## config.mk

```make
export PLATFORM = sky130hd
export DESIGN_NAME = dsp16_core
export DESIGN_NICKNAME = d
export VERILOG_FILES = /design/src/rtl/dsp16_pkg.sv /design/src/rtl/dsp16_decode.sv /design/src/rtl/dsp16_shifter.sv /design/src/rtl/dsp16_regfile.sv /design/src/rtl/dsp16_core.sv
export SDC_FILE = /design/constraint.sdc
export NUM_CORES = 1
export LEC_CHECK = 0
export ABC_AREA = 1
export CAP_MARGIN = 20
export CORE_MARGIN = 3
export CORE_UTILIZATION = 50
export CTS_CLUSTER_SIZE = 16
export DETAILED_ROUTE_END_ITERATION = 8
export PLACE_DENSITY = 0.75
export SLEW_MARGIN = 10
export SYNTH_ARGS = -nofsm -noshare
export SYNTH_HDL_FRONTEND = slang
export SYNTH_SLANG_ARGS = --single-unit
```

## constraint.sdc

```tcl
create_clock -name clk -period 7.75 [get_ports clk]
set_clock_uncertainty 0.2 [all_clocks]
set_input_delay 1.55 -clock clk [delete_from_list [all_inputs] [get_ports clk]]
set_output_delay 1.55 -clock clk [all_outputs]
set_load 0.05 [all_outputs]
```

## src/rtl/dsp16_pkg.sv

```systemverilog
package dsp16_pkg;

    localparam int WORD_W    = 16;
    localparam int NUM_REGS  = 16;
    localparam int REG_IDX_W = $clog2(NUM_REGS);
    localparam int IMM_W     = 8;
    localparam int SHAMT_W   = $clog2(WORD_W);

    // major opcode nibble (bits 15:12)
    localparam logic [3:0] MAJ_MOVL  = 4'h2;
    localparam logic [3:0] MAJ_MOVH  = 4'h3;
    localparam logic [3:0] MAJ_PUSH  = 4'h5;
    localparam logic [3:0] MAJ_CMP   = 4'h6;
    localparam logic [3:0] MAJ_BR    = 4'h7;
    localparam logic [3:0] MAJ_SHIFT = 4'h8;
    localparam logic [3:0] MAJ_CTR   = 4'h9;
    localparam logic [3:0] MAJ_LOOP  = 4'hA;
    localparam logic [3:0] MAJ_JMP   = 4'hB;
    localparam logic [7:0] JMP_TAG   = 8'hB0;

    typedef enum logic [3:0] {
        OP_NOP,
        OP_MOVL,
        OP_MOVH,
        OP_JMP,
        OP_PUSH,
        OP_CMP,
        OP_BCC,
        OP_BCS,
        OP_SHIFT,
        OP_TOCTR,
        OP_FROMCTR,
        OP_LOOP
    } op_e;

    typedef enum logic [1:0] {
        S_RUN     = 2'd0,
        S_PUSH_HI = 2'd1,
        S_PUSH_LO = 2'd2
    } state_e;

    typedef struct packed {
        op_e                  op;
        logic [REG_IDX_W-1:0] fa;   // bits 11:8
        logic [REG_IDX_W-1:0] fb;   // bits 7:4
        logic [REG_IDX_W-1:0] fc;   // bits 3:0
        logic [IMM_W-1:0]     imm;  // bits 7:0
    } dec_t;

endpackage

```

## src/rtl/dsp16_decode.sv

```systemverilog
module dsp16_decode
    import dsp16_pkg::*;
(
    input  logic [WORD_W-1:0] insn,
    output dec_t              dec
);

    always_comb begin
        dec.fa  = insn[11:8];
        dec.fb  = insn[7:4];
        dec.fc  = insn[3:0];
        dec.imm = insn[7:0];
        dec.op  = OP_NOP;
        unique case (insn[15:12])
            MAJ_MOVL:  dec.op = OP_MOVL;
            MAJ_MOVH:  dec.op = OP_MOVH;
            MAJ_PUSH:  dec.op = OP_PUSH;
            MAJ_CMP:   dec.op = OP_CMP;
            MAJ_SHIFT: dec.op = OP_SHIFT;
            MAJ_LOOP:  dec.op = OP_LOOP;
            MAJ_BR: begin
                if (insn[11:8] == 4'h0)      dec.op = OP_BCC;
                else if (insn[11:8] == 4'h1) dec.op = OP_BCS;
            end
            MAJ_CTR: begin
                if (insn[7:0] == 8'h00)      dec.op = OP_TOCTR;
                else if (insn[7:0] == 8'h01) dec.op = OP_FROMCTR;
            end
            MAJ_JMP: begin
                if (insn[11:4] == JMP_TAG)   dec.op = OP_JMP;
            end
            default: dec.op = OP_NOP;
        endcase
    end

endmodule

```

## src/rtl/dsp16_shifter.sv

```systemverilog
module dsp16_shifter #(
    parameter int W    = 16,
    parameter int SH_W = $clog2(W)
) (
    input  logic [W-1:0]    din,
    input  logic [SH_W-1:0] amt,
    input  logic            arith,
    output logic [W-1:0]    dout
);

    logic            fill;
    logic [W-1:0]    stage [SH_W+1];

    assign fill     = arith & din[W-1];
    assign stage[0] = din;

    for (genvar k = 0; k < SH_W; k++) begin : g_stage
        localparam int SH = 1 << k;
        assign stage[k+1] = amt[k] ? {{SH{fill}}, stage[k][W-1:SH]} : stage[k];
    end

    assign dout = stage[SH_W];

endmodule

```

## src/rtl/dsp16_regfile.sv

```systemverilog
module dsp16_regfile #(
    parameter int W  = 16,
    parameter int N  = 16,
    parameter int IW = $clog2(N)
) (
    input  logic          clk,
    input  logic          rst,
    input  logic [IW-1:0] ra_idx,
    output logic [W-1:0]  ra_data,
    input  logic [IW-1:0] rb_idx,
    output logic [W-1:0]  rb_data,
    input  logic          we,
    input  logic [IW-1:0] w_idx,
    input  logic [W-1:0]  w_data
);

    logic [W-1:0] regs [N];

    always_ff @(posedge clk) begin
        if (rst) begin
            for (int i = 0; i < N; i++) begin
                regs[i] <= '0;
            end
        end else if (we) begin
            regs[w_idx] <= w_data;
        end
    end

    assign ra_data = regs[ra_idx];
    assign rb_data = regs[rb_idx];

    // every register reads zero in the first cycle after reset
    p_regs_clear_r1: assert property (@(posedge clk) disable iff (rst)
        $past(rst) |-> (ra_data == '0 && rb_data == '0));

endmodule

```

## src/rtl/dsp16_core.sv

```systemverilog
module dsp16_core
    import dsp16_pkg::*;
(
    input  logic              clk,
    input  logic              rst,
    output logic [WORD_W-1:0] imem_addr,
    input  logic [WORD_W-1:0] imem_rdata,
    output logic              dmem_we,
    output logic [WORD_W-1:0] dmem_addr,
    output logic [WORD_W-1:0] dmem_wdata
);

    state_e                state_q, state_d;
    logic [WORD_W-1:0]     pc_q, pc_d;
    logic [WORD_W-1:0]     ir_q;
    logic [WORD_W-1:0]     insn;
    logic                  carry_q, carry_d;
    logic [WORD_W-1:0]     ctr_q, ctr_d;
    dec_t                  dec;

    logic [REG_IDX_W-1:0]  ra_idx, rb_idx, rf_widx;
    logic [WORD_W-1:0]     ra_data, rb_data, rf_wdata;
    logic                  rf_we;
    logic [WORD_W-1:0]     shift_out;
    logic [WORD_W-1:0]     pc_inc, br_tgt, ctr_dec;

    // the fetched word is used while running; a paired store replays the held word
    assign insn      = (state_q == S_RUN) ? imem_rdata : ir_q;
    assign imem_addr = pc_q;
    assign pc_inc    = pc_q + 1'b1;
    assign br_tgt    = pc_inc + {{(WORD_W-IMM_W){dec.imm[IMM_W-1]}}, dec.imm};
    assign ctr_dec   = ctr_q - 1'b1;

    dsp16_decode u_decode (
        .insn (insn),
        .dec  (dec)
    );

    dsp16_regfile #(
        .W (WORD_W),
        .N (NUM_REGS)
    ) u_regfile (
        .clk     (clk),
        .rst     (rst),
        .ra_idx  (ra_idx),
        .ra_data (ra_data),
        .rb_idx  (rb_idx),
        .rb_data (rb_data),
        .we      (rf_we),
        .w_idx   (rf_widx),
        .w_data  (rf_wdata)
    );

    dsp16_shifter #(
        .W (WORD_W)
    ) u_shifter (
        .din   (ra_data),
        .amt   (dec.fb[SHAMT_W-1:0]),
        .arith (dec.fc[0]),
        .dout  (shift_out)
    );

    // state register
    always_ff @(posedge clk) begin
        if (rst) state_q <= S_RUN;
        else     state_q <= state_d;
    end

    // next state
    always_comb begin
        state_d = state_q;
        unique case (state_q)
            S_RUN:     state_d = (dec.op == OP_PUSH) ? S_PUSH_HI : S_RUN;
            S_PUSH_HI: state_d = S_PUSH_LO;
            S_PUSH_LO: state_d = S_RUN;
            default:   state_d = S_RUN;
        endcase
    end

    // register read selection, kept apart from the data path that consumes it
    always_comb begin
        ra_idx = dec.fa;
        rb_idx = dec.fb;
        unique case (state_q)
            S_RUN:     if (dec.op == OP_JMP) ra_idx = dec.fc;
            S_PUSH_HI: rb_idx = {dec.fb[REG_IDX_W-1:1], 1'b1};
            S_PUSH_LO: rb_idx = {dec.fb[REG_IDX_W-1:1], 1'b0};
            default:   ra_idx = dec.fa;
        endcase
    end

    // outputs and data path
    always_comb begin
        pc_d       = pc_q;
        carry_d    = carry_q;
        ctr_d      = ctr_q;
        rf_we      = 1'b0;
        rf_widx    = dec.fa;
        rf_wdata   = ra_data;
        dmem_we    = 1'b0;
        dmem_addr  = ra_data;
        dmem_wdata = rb_data;
        unique case (state_q)
            S_RUN: begin
                pc_d = pc_inc;
                unique case (dec.op)
                    OP_MOVL: begin
                        rf_we    = 1'b1;
                        rf_wdata = {ra_data[WORD_W-1:IMM_W], dec.imm};
                    end
                    OP_MOVH: begin
                        rf_we    = 1'b1;
                        rf_wdata = {dec.imm, ra_data[IMM_W-1:0]};
                    end
                    OP_JMP:     pc_d = ra_data;
                    OP_PUSH:    pc_d = pc_q;
                    OP_CMP:     carry_d = (ra_data >= rb_data);
                    OP_BCC:     if (!carry_q) pc_d = br_tgt;
                    OP_BCS:     if (carry_q)  pc_d = br_tgt;
                    OP_SHIFT: begin
                        rf_we    = 1'b1;
                        rf_wdata = shift_out;
                    end
                    OP_TOCTR:   ctr_d = ra_data;
                    OP_FROMCTR: begin
                        rf_we    = 1'b1;
                        rf_wdata = ctr_q;
                    end
                    OP_LOOP: begin
                        ctr_d = ctr_dec;
                        if (ctr_dec != '0) pc_d = br_tgt;
                    end
                    default: pc_d = pc_inc;
                endcase
            end
            S_PUSH_HI: begin
                dmem_we  = 1'b1;
                rf_we    = 1'b1;
                rf_wdata = ra_data - 1'b1;
            end
            S_PUSH_LO: begin
                dmem_we  = 1'b1;
                rf_we    = 1'b1;
                rf_wdata = ra_data - 1'b1;
                pc_d     = pc_inc;
            end
            default: pc_d = pc_q;
        endcase
    end

    // architectural state
    always_ff @(posedge clk) begin
        if (rst) begin
            pc_q    <= '0;
            carry_q <= 1'b0;
            ctr_q   <= '0;
            ir_q    <= '0;
        end else begin
            pc_q    <= pc_d;
            carry_q <= carry_d;
            ctr_q   <= ctr_d;
            if (state_q == S_RUN) ir_q <= imem_rdata;
        end
    end

    // first fetch after reset is word 0
    p_reset_pc_r1: assert property (@(posedge clk) disable iff (rst)
        $past(rst) |-> (imem_addr == '0 && !dmem_we));

    // register jump lands on the register value
    p_jump_r4: assert property (@(posedge clk) disable iff (rst)
        (state_q == S_RUN && dec.op == OP_JMP) |=> (pc_q == $past(ra_data)));

    // second store address sits one below the first
    p_push_step_r5: assert property (@(posedge clk) disable iff (rst)
        (state_q == S_PUSH_LO) |-> (dmem_addr == $past(dmem_addr) - 16'd1));

    // program counter holds through the first store cycle
    p_push_hold_r12: assert property (@(posedge clk) disable iff (rst)
        (state_q == S_PUSH_HI) |=> (state_q == S_PUSH_LO && $stable(pc_q)));

    // carry reflects the unsigned comparison
    p_cmp_carry_r6: assert property (@(posedge clk) disable iff (rst)
        (state_q == S_RUN && dec.op == OP_CMP) |=> (carry_q == ($past(ra_data) >= $past(rb_data))));

    // loop falls through when the counter reaches zero
    p_loop_exit_r10: assert property (@(posedge clk) disable iff (rst)
        (state_q == S_RUN && dec.op == OP_LOOP && ctr_q == 16'd1)
        |=> (pc_q == $past(pc_q) + 16'd1 && ctr_q == '0));

    // unlisted words only advance the program counter
    p_nop_advance_r11: assert property (@(posedge clk) disable iff (rst)
        (state_q == S_RUN && dec.op == OP_NOP)
        |=> (pc_q == $past(pc_q) + 16'd1 && $stable(carry_q) && $stable(ctr_q)));

endmodule

```

== Word level (Yosys, flattened, before mapping) ==
Memories as Yosys holds them, arrays and structs flattened.
Index checks and enable logic that the tools add are counted.
Operators by class
  add/subtract/negate cells: 4
  $lt $le $gt $ge: 1
  eq/ne operators: 26
  multiplexer cells: 35
  bitwise operators: 1
  reductions and logical operators: 12
Operators by type and width (number)
  16-bit 2-to-1 mux: 9
  16-bit case mux with 2 select lines: 3
  16-bit case mux with 5 select lines: 1
  16-bit case mux with 4 select lines: 1
  4-bit case mux with 9 select lines: 1
  4-bit == test (second input constant): 8
  16-bit by 1-bit subtractor with 16-bit output (second input constant): 2
  4-bit by 3-bit == test with 1-bit output (second input constant): 7
  4-bit 2-to-1 mux: 6
  16-bit by 1-bit adder with 16-bit output (second input constant): 1
  16-bit adder: 1
  4-bit by 2-bit == test with 1-bit output (second input constant): 4
  16-bit >= comparator: 1
  16-bit nonzero test: 1
  16-bit OR reduction: 1
  1-bit 2-to-1 mux: 9
  4-bit by 1-bit == test with 1-bit output (second input constant): 2
  8-bit by 1-bit == test with 1-bit output (second input constant): 1
  8-bit == test (second input constant): 1
  8-bit logical NOT: 1
  2-bit AND reduction: 3
  4-bit logical NOT: 1
  1-bit case mux with 2 select lines: 2
  2-bit case mux with 2 select lines: 1
  other kinds (10): 11
Storage, ports and cells
  register bits: 51
  RAM bits: 256
  input bits: 18
  output and inout port bits: 49
  word-level logic and storage cells: 85
  memories kept: 1
Memory list
  u_regfile.regs: words 16, width 16, rd ports 2, clocked after memory_dff 0, wr ports 16, RTL line dsp16_regfile.sv:17  | logic [W-1:0] regs [N];

== Longest topological paths before layout ==
An unclocked memory read counts as a cell.
  depth after elaboration: 18
  mapped depth: 34
  depth with buffers taken out: 32

== Cells and area by module ==
Synthesis repeated with hierarchy kept, for this count alone.
Second synthesis, totals
  cells, all modules: 3154
  area, all modules: 21800.9 um^2
Modules (own cells, without submodules)
  dsp16_regfile: instances 1, cells an instance 1966, area each 14911.8 um^2, seq. area each 7687.4 um^2
  dsp16_core: instances 1, cells an instance 946, area each 5716.7 um^2, seq. area each 1021.0 um^2
  dsp16_shifter: instances 1, cells an instance 163, area each 782.0 um^2, seq. area each 0.0 um^2
  dsp16_decode: instances 1, cells an instance 79, area each 390.4 um^2, seq. area each 0.0 um^2

== Worst setup path before layout ==
Ideal clock, no wire load.
  kind: in2out
  start: input imem_rdata[4]
  end: output dmem_wdata[0]
  arrival: 3610 ps
  required time: 6000 ps
  path slack: 2390 ps
  stages: 12
  buffers on the path: 4
  cell sequence: nand2_1 nand2_1 clkbuf_1 nand2_1 nand2_1 clkbuf_1 clkbuf_1 buf_1 a21oi_1 o21ai_0 nand2_1 inv_1
Between the ends
  word-level cells in the longest chain between the ends: 3
Ends and longest elaborated chain
  start: declaration: RTL line dsp16_core.sv:7  | input logic [WORD_W-1:0] imem_rdata,
  16-bit 2-to-1 mux
  1-bit case mux with 2 select lines: RTL line dsp16_core.sv:84  | unique case (state_q)
  memory 16 x 16 bit
  end: declaration: RTL line dsp16_core.sv:10  | output logic [WORD_W-1:0] dmem_wdata
Every way passes these cells.

== Final worst setup path ==
  start: input imem_rdata[4]
  end: output dmem_addr[6]
Between the ends
  word-level cells in the longest chain between the ends: 9
Ends and longest elaborated chain
  16-bit 2-to-1 mux (*)
  8-bit by 1-bit == test with 1-bit output: RTL line dsp16_decode.sv:27  | else if (insn[7:0] == 8'h01) dec.op = OP_FROMCTR;
  4-bit 2-to-1 mux: RTL line dsp16_decode.sv:27
  4-bit 2-to-1 mux: RTL line dsp16_decode.sv:26  | if (insn[7:0] == 8'h00) dec.op = OP_TOCTR;
  4-bit case mux with 9 select lines (*): RTL line dsp16_decode.sv:14  | unique case (insn[15:12])
  4-bit by 2-bit == test with 1-bit output (*): RTL line dsp16_core.sv:85  | S_RUN: if (dec.op == OP_JMP) ra_idx = dec.fc;
  4-bit 2-to-1 mux (*): RTL line dsp16_core.sv:85
  4-bit 2-to-1 mux (*): RTL line dsp16_core.sv:84
  memory 16 x 16 bit (*)
  end: declaration: RTL line dsp16_core.sv:9  | output logic [WORD_W-1:0] dmem_addr,
Every way passes the cells marked *; elsewhere a longest branch is shown, timed or not.

==> results.sh <==
export IMPL_initial_utilization=0.512
export IMPL_path_class="primary input to output pin"
export IMPL_clock_sinks=307
export IMPL_pwr_share_seq=0.372
export IMPL_outcome="completed"
export IMPL_grt_use_total=0.340
export IMPL_path_clk_slew_ns=0.06
export IMPL_place_gp_congestion=0.980
export IMPL_required_ns=6.00
export IMPL_die_area_um2=43500
export IMPL_nNetsFinal=2803
export IMPL_num_rows=73
export IMPL_first_pass_iters=9
export IMPL_cts_inserted_buffers=36
export IMPL_drive_gt1_frac=0.0905
export IMPL_cts_resized=0
export IMPL_timing_critical_path_buf_inv=5
export IMPL_synthCells=2762
export IMPL_post_drt_wl_per_cell_um=23.1
export IMPL_cp_max_fo=44
export IMPL_root_buffer="clkbuf_16"
export IMPL_use_met1=0.476
export IMPL_min_period_over_period=0.902
export IMPL_p_switching_mw=1.80
export IMPL_crit_slowest_cell="clkdlybuf4s50_1"
export IMPL_grt_busiest_layer="met2"
export IMPL_cts_max_level=2
export IMPL_cts_setup_buffers=0
export IMPL_final_common_cell="nand2_1"
export IMPL_p_leak_nw=9.26
export IMPL_maxCapViolations=0
export IMPL_grt_ovfl_total=0
export IMPL_synth_seq_cells=307
export IMPL_synth_edf_count=256
export IMPL_design_area_um2=22800
export IMPL_core_um2=40100
export IMPL_arrival_ns=5.24
export IMPL_antennaDiodeCount=0
export IMPL_ir_drop_mv=0.173
export IMPL_drt_iter0_drc=3571
export IMPL_tritoncts="yes"
export IMPL_yosysSeqAreaShare=0.424
export IMPL_p_per_area_nw_per_um2=224
export IMPL_die_w_um=209
export IMPL_final_antenna_net_count=0
export IMPL_comb_power_share=0.269
export IMPL_clk_latency_ns=0.57
export IMPL_path_cells="clkdlybuf4s50_1, inv_1, nand2_1, nand2_2, nand2_1, nor2_4, nand4_4, nand2_4, nand2_4, buf_4, nand2_1, nand3_1, nand3_1, nand3_1, nand2_1, inv_1, buf_12"
export IMPL_period_needed_ns=6.99
export IMPL_tns_ns=0
export IMPL_routed_wl_um=76000
export IMPL_gr_usage_met2=0.500
export IMPL_worstSetupEndpointType="output pin"
export IMPL_crit_top_cell="nand2_1"
export IMPL_area_growth_pct=11.0
export IMPL_num_vias=20982
export IMPL_worstMarginPinSlew_ns=1.07
export IMPL_critical_path_top_delay_family="simple AND/OR/NAND/NOR gates"
export IMPL_clock_path_buffers=3
export IMPL_remaining_drc_errors=0
export IMPL_grt_antenna_before_repair=1
export IMPL_start_kind="primary input"
export IMPL_finalMaxSlewViolations=0
export IMPL_grt_start_max_net_pins=131
export IMPL_finish_utilization=0.568
export IMPL_grt_setup_unrepaired="no"
export IMPL_setup_violations=0
export IMPL_grt_pass1_vias=19671
export IMPL_synthFlopType="edfxtp_1"
export IMPL_worstHoldPathType="register to register"
export IMPL_timing_fmax_ghz=0.143
export IMPL_yosys_warnings=0
export IMPL_internal_power_mw=3.30
export IMPL_pin_count=67
export IMPL_critical_path_max_stage_delay_ns=0.48
export IMPL_place_hpwl_um=49400
export IMPL_async_flop_share=0
export IMPL_syn_avg_cell_area_um2=7.43
export IMPL_synth_area_um2=20500
export IMPL_io_buffers=66
export IMPL_use_met3=0.0713
export IMPL_layout_common_cells="618 x nand2_1, 530 x nand3_1, 383 x nor2_1, 256 x edfxtp_1, 177 x inv_1"
export IMPL_hold_viol=0
export IMPL_synth_cell_type_count=51
export IMPL_power_frac_clock=0.359
export IMPL_grt_first_pass_wirelength_um=116000
export IMPL_die_h_um=209
export IMPL_switching_share=0.353
export IMPL_place_area_um2=21500
export IMPL_via_per_inst=6.36
export IMPL_relSlewSlack=0.286
export IMPL_holdWs_ns=0.285
export IMPL_cts_hold_buf=0
export IMPL_synth_nets=2820
## registers in the layout (all words and copies together) (netlist names)
name / cells
carry_q: 1
ctr_q: 16
imem_addr: 16
ir_q: 16
state_q: 2
u_regfile.regs: 256
## tightest hold or removal path, delay by kind of cell (launching register included)
kind / cells / cell delay, ns
flip-flops: 1 / 0.31
AND/OR/NAND/NOR: 1 / 0.06
AO/OA/AOI/OAI: 1 / 0.06
## Yosys cell counts (15+ instances only)
cell       instances  area, um^2
nand2_1          621        2330
nand3_1          530        2650
nor2_1           386        1450
edfxtp_1         256        7690
inv_1            177         664
o21ai_0          121         606
a21oi_1          115         576
clkbuf_1         104         390
dfxtp_1           51        1020
buf_2             43         215
ha_1              39         488
o2111ai_1         29         254
xor2_1            22         193
o21bai_1          21         158
nand2_2           20         125
nor2_2            17         106
inv_2             16        60.1
buf_1             15        56.3
o211ai_1          15         113
## metal layers
metal  up-vias  part of all wire
met5         -           0.00017
met4         2             0.056
met3       279              0.13
met2      1576              0.42
met1      9736              0.39
li1       9389                 -
## power groups by stage
stage / Sequential [mW] / Clock (mW) / Combinational, mW
after CTS: 1.90 / 1.84 / 1.33
after global routing: 1.90 / 1.90 / 1.46
final: 1.90 / 1.83 / 1.37
after detailed placement: 1.93 / 0 / 1.33
after floorplan: 1.94 / 0 / 0.883
after global placement: 1.93 / 0 / 1.31
## logic make-up (layout without fill, tap and decap cells)
family,count (synthesis),after routing,synth area share
AND/OR/NAND/NOR,1623,1623,0.343
flip-flops,307,307,0.424
AO/OA/AOI/OAI,384,384,0.117
buffers and inverters,381,391,0.0787
XOR/XNOR,27,27,0.0115
adder cells (fa/ha/maj),40,40,0.0248
## per-stage QoR
stage	power (mW)	cells	setup slack (ns)
final	5.10	3297	0.759
after global routing	5.27	3297	0.630
after CTS	5.07	3297	0.931
after detailed placement	3.26	3232	0.869
after global placement	3.24	3232	0.953
after floorplan	2.82	2762	2.39
## layout make-up
type,count,area (um^2)
tap,525,657
sequential,307,8710
clock inverter,22,303
multi-input combinational,2074,10200
clock buffer,43,937
timing repair buffer,130,1210
fill,3730,17300
inverter,196,737
## path summary, 6_finish.rpt
kind / startpoint / to / slack, ns / cells past startpoint
setup / recovery: imem_rdata[4] / dmem_addr[6] / 0.76 / 17
hold / removal: ctr_q[15] / ctr_q[15] / 0.29 / 2
setup reg to reg: state_q[0] / u_regfile.regs[1][8] / 1.68 / 26
hold reg to reg: ctr_q[15] / ctr_q[15] / 0.29 / 2
Power figures use the tool's default switching activity.
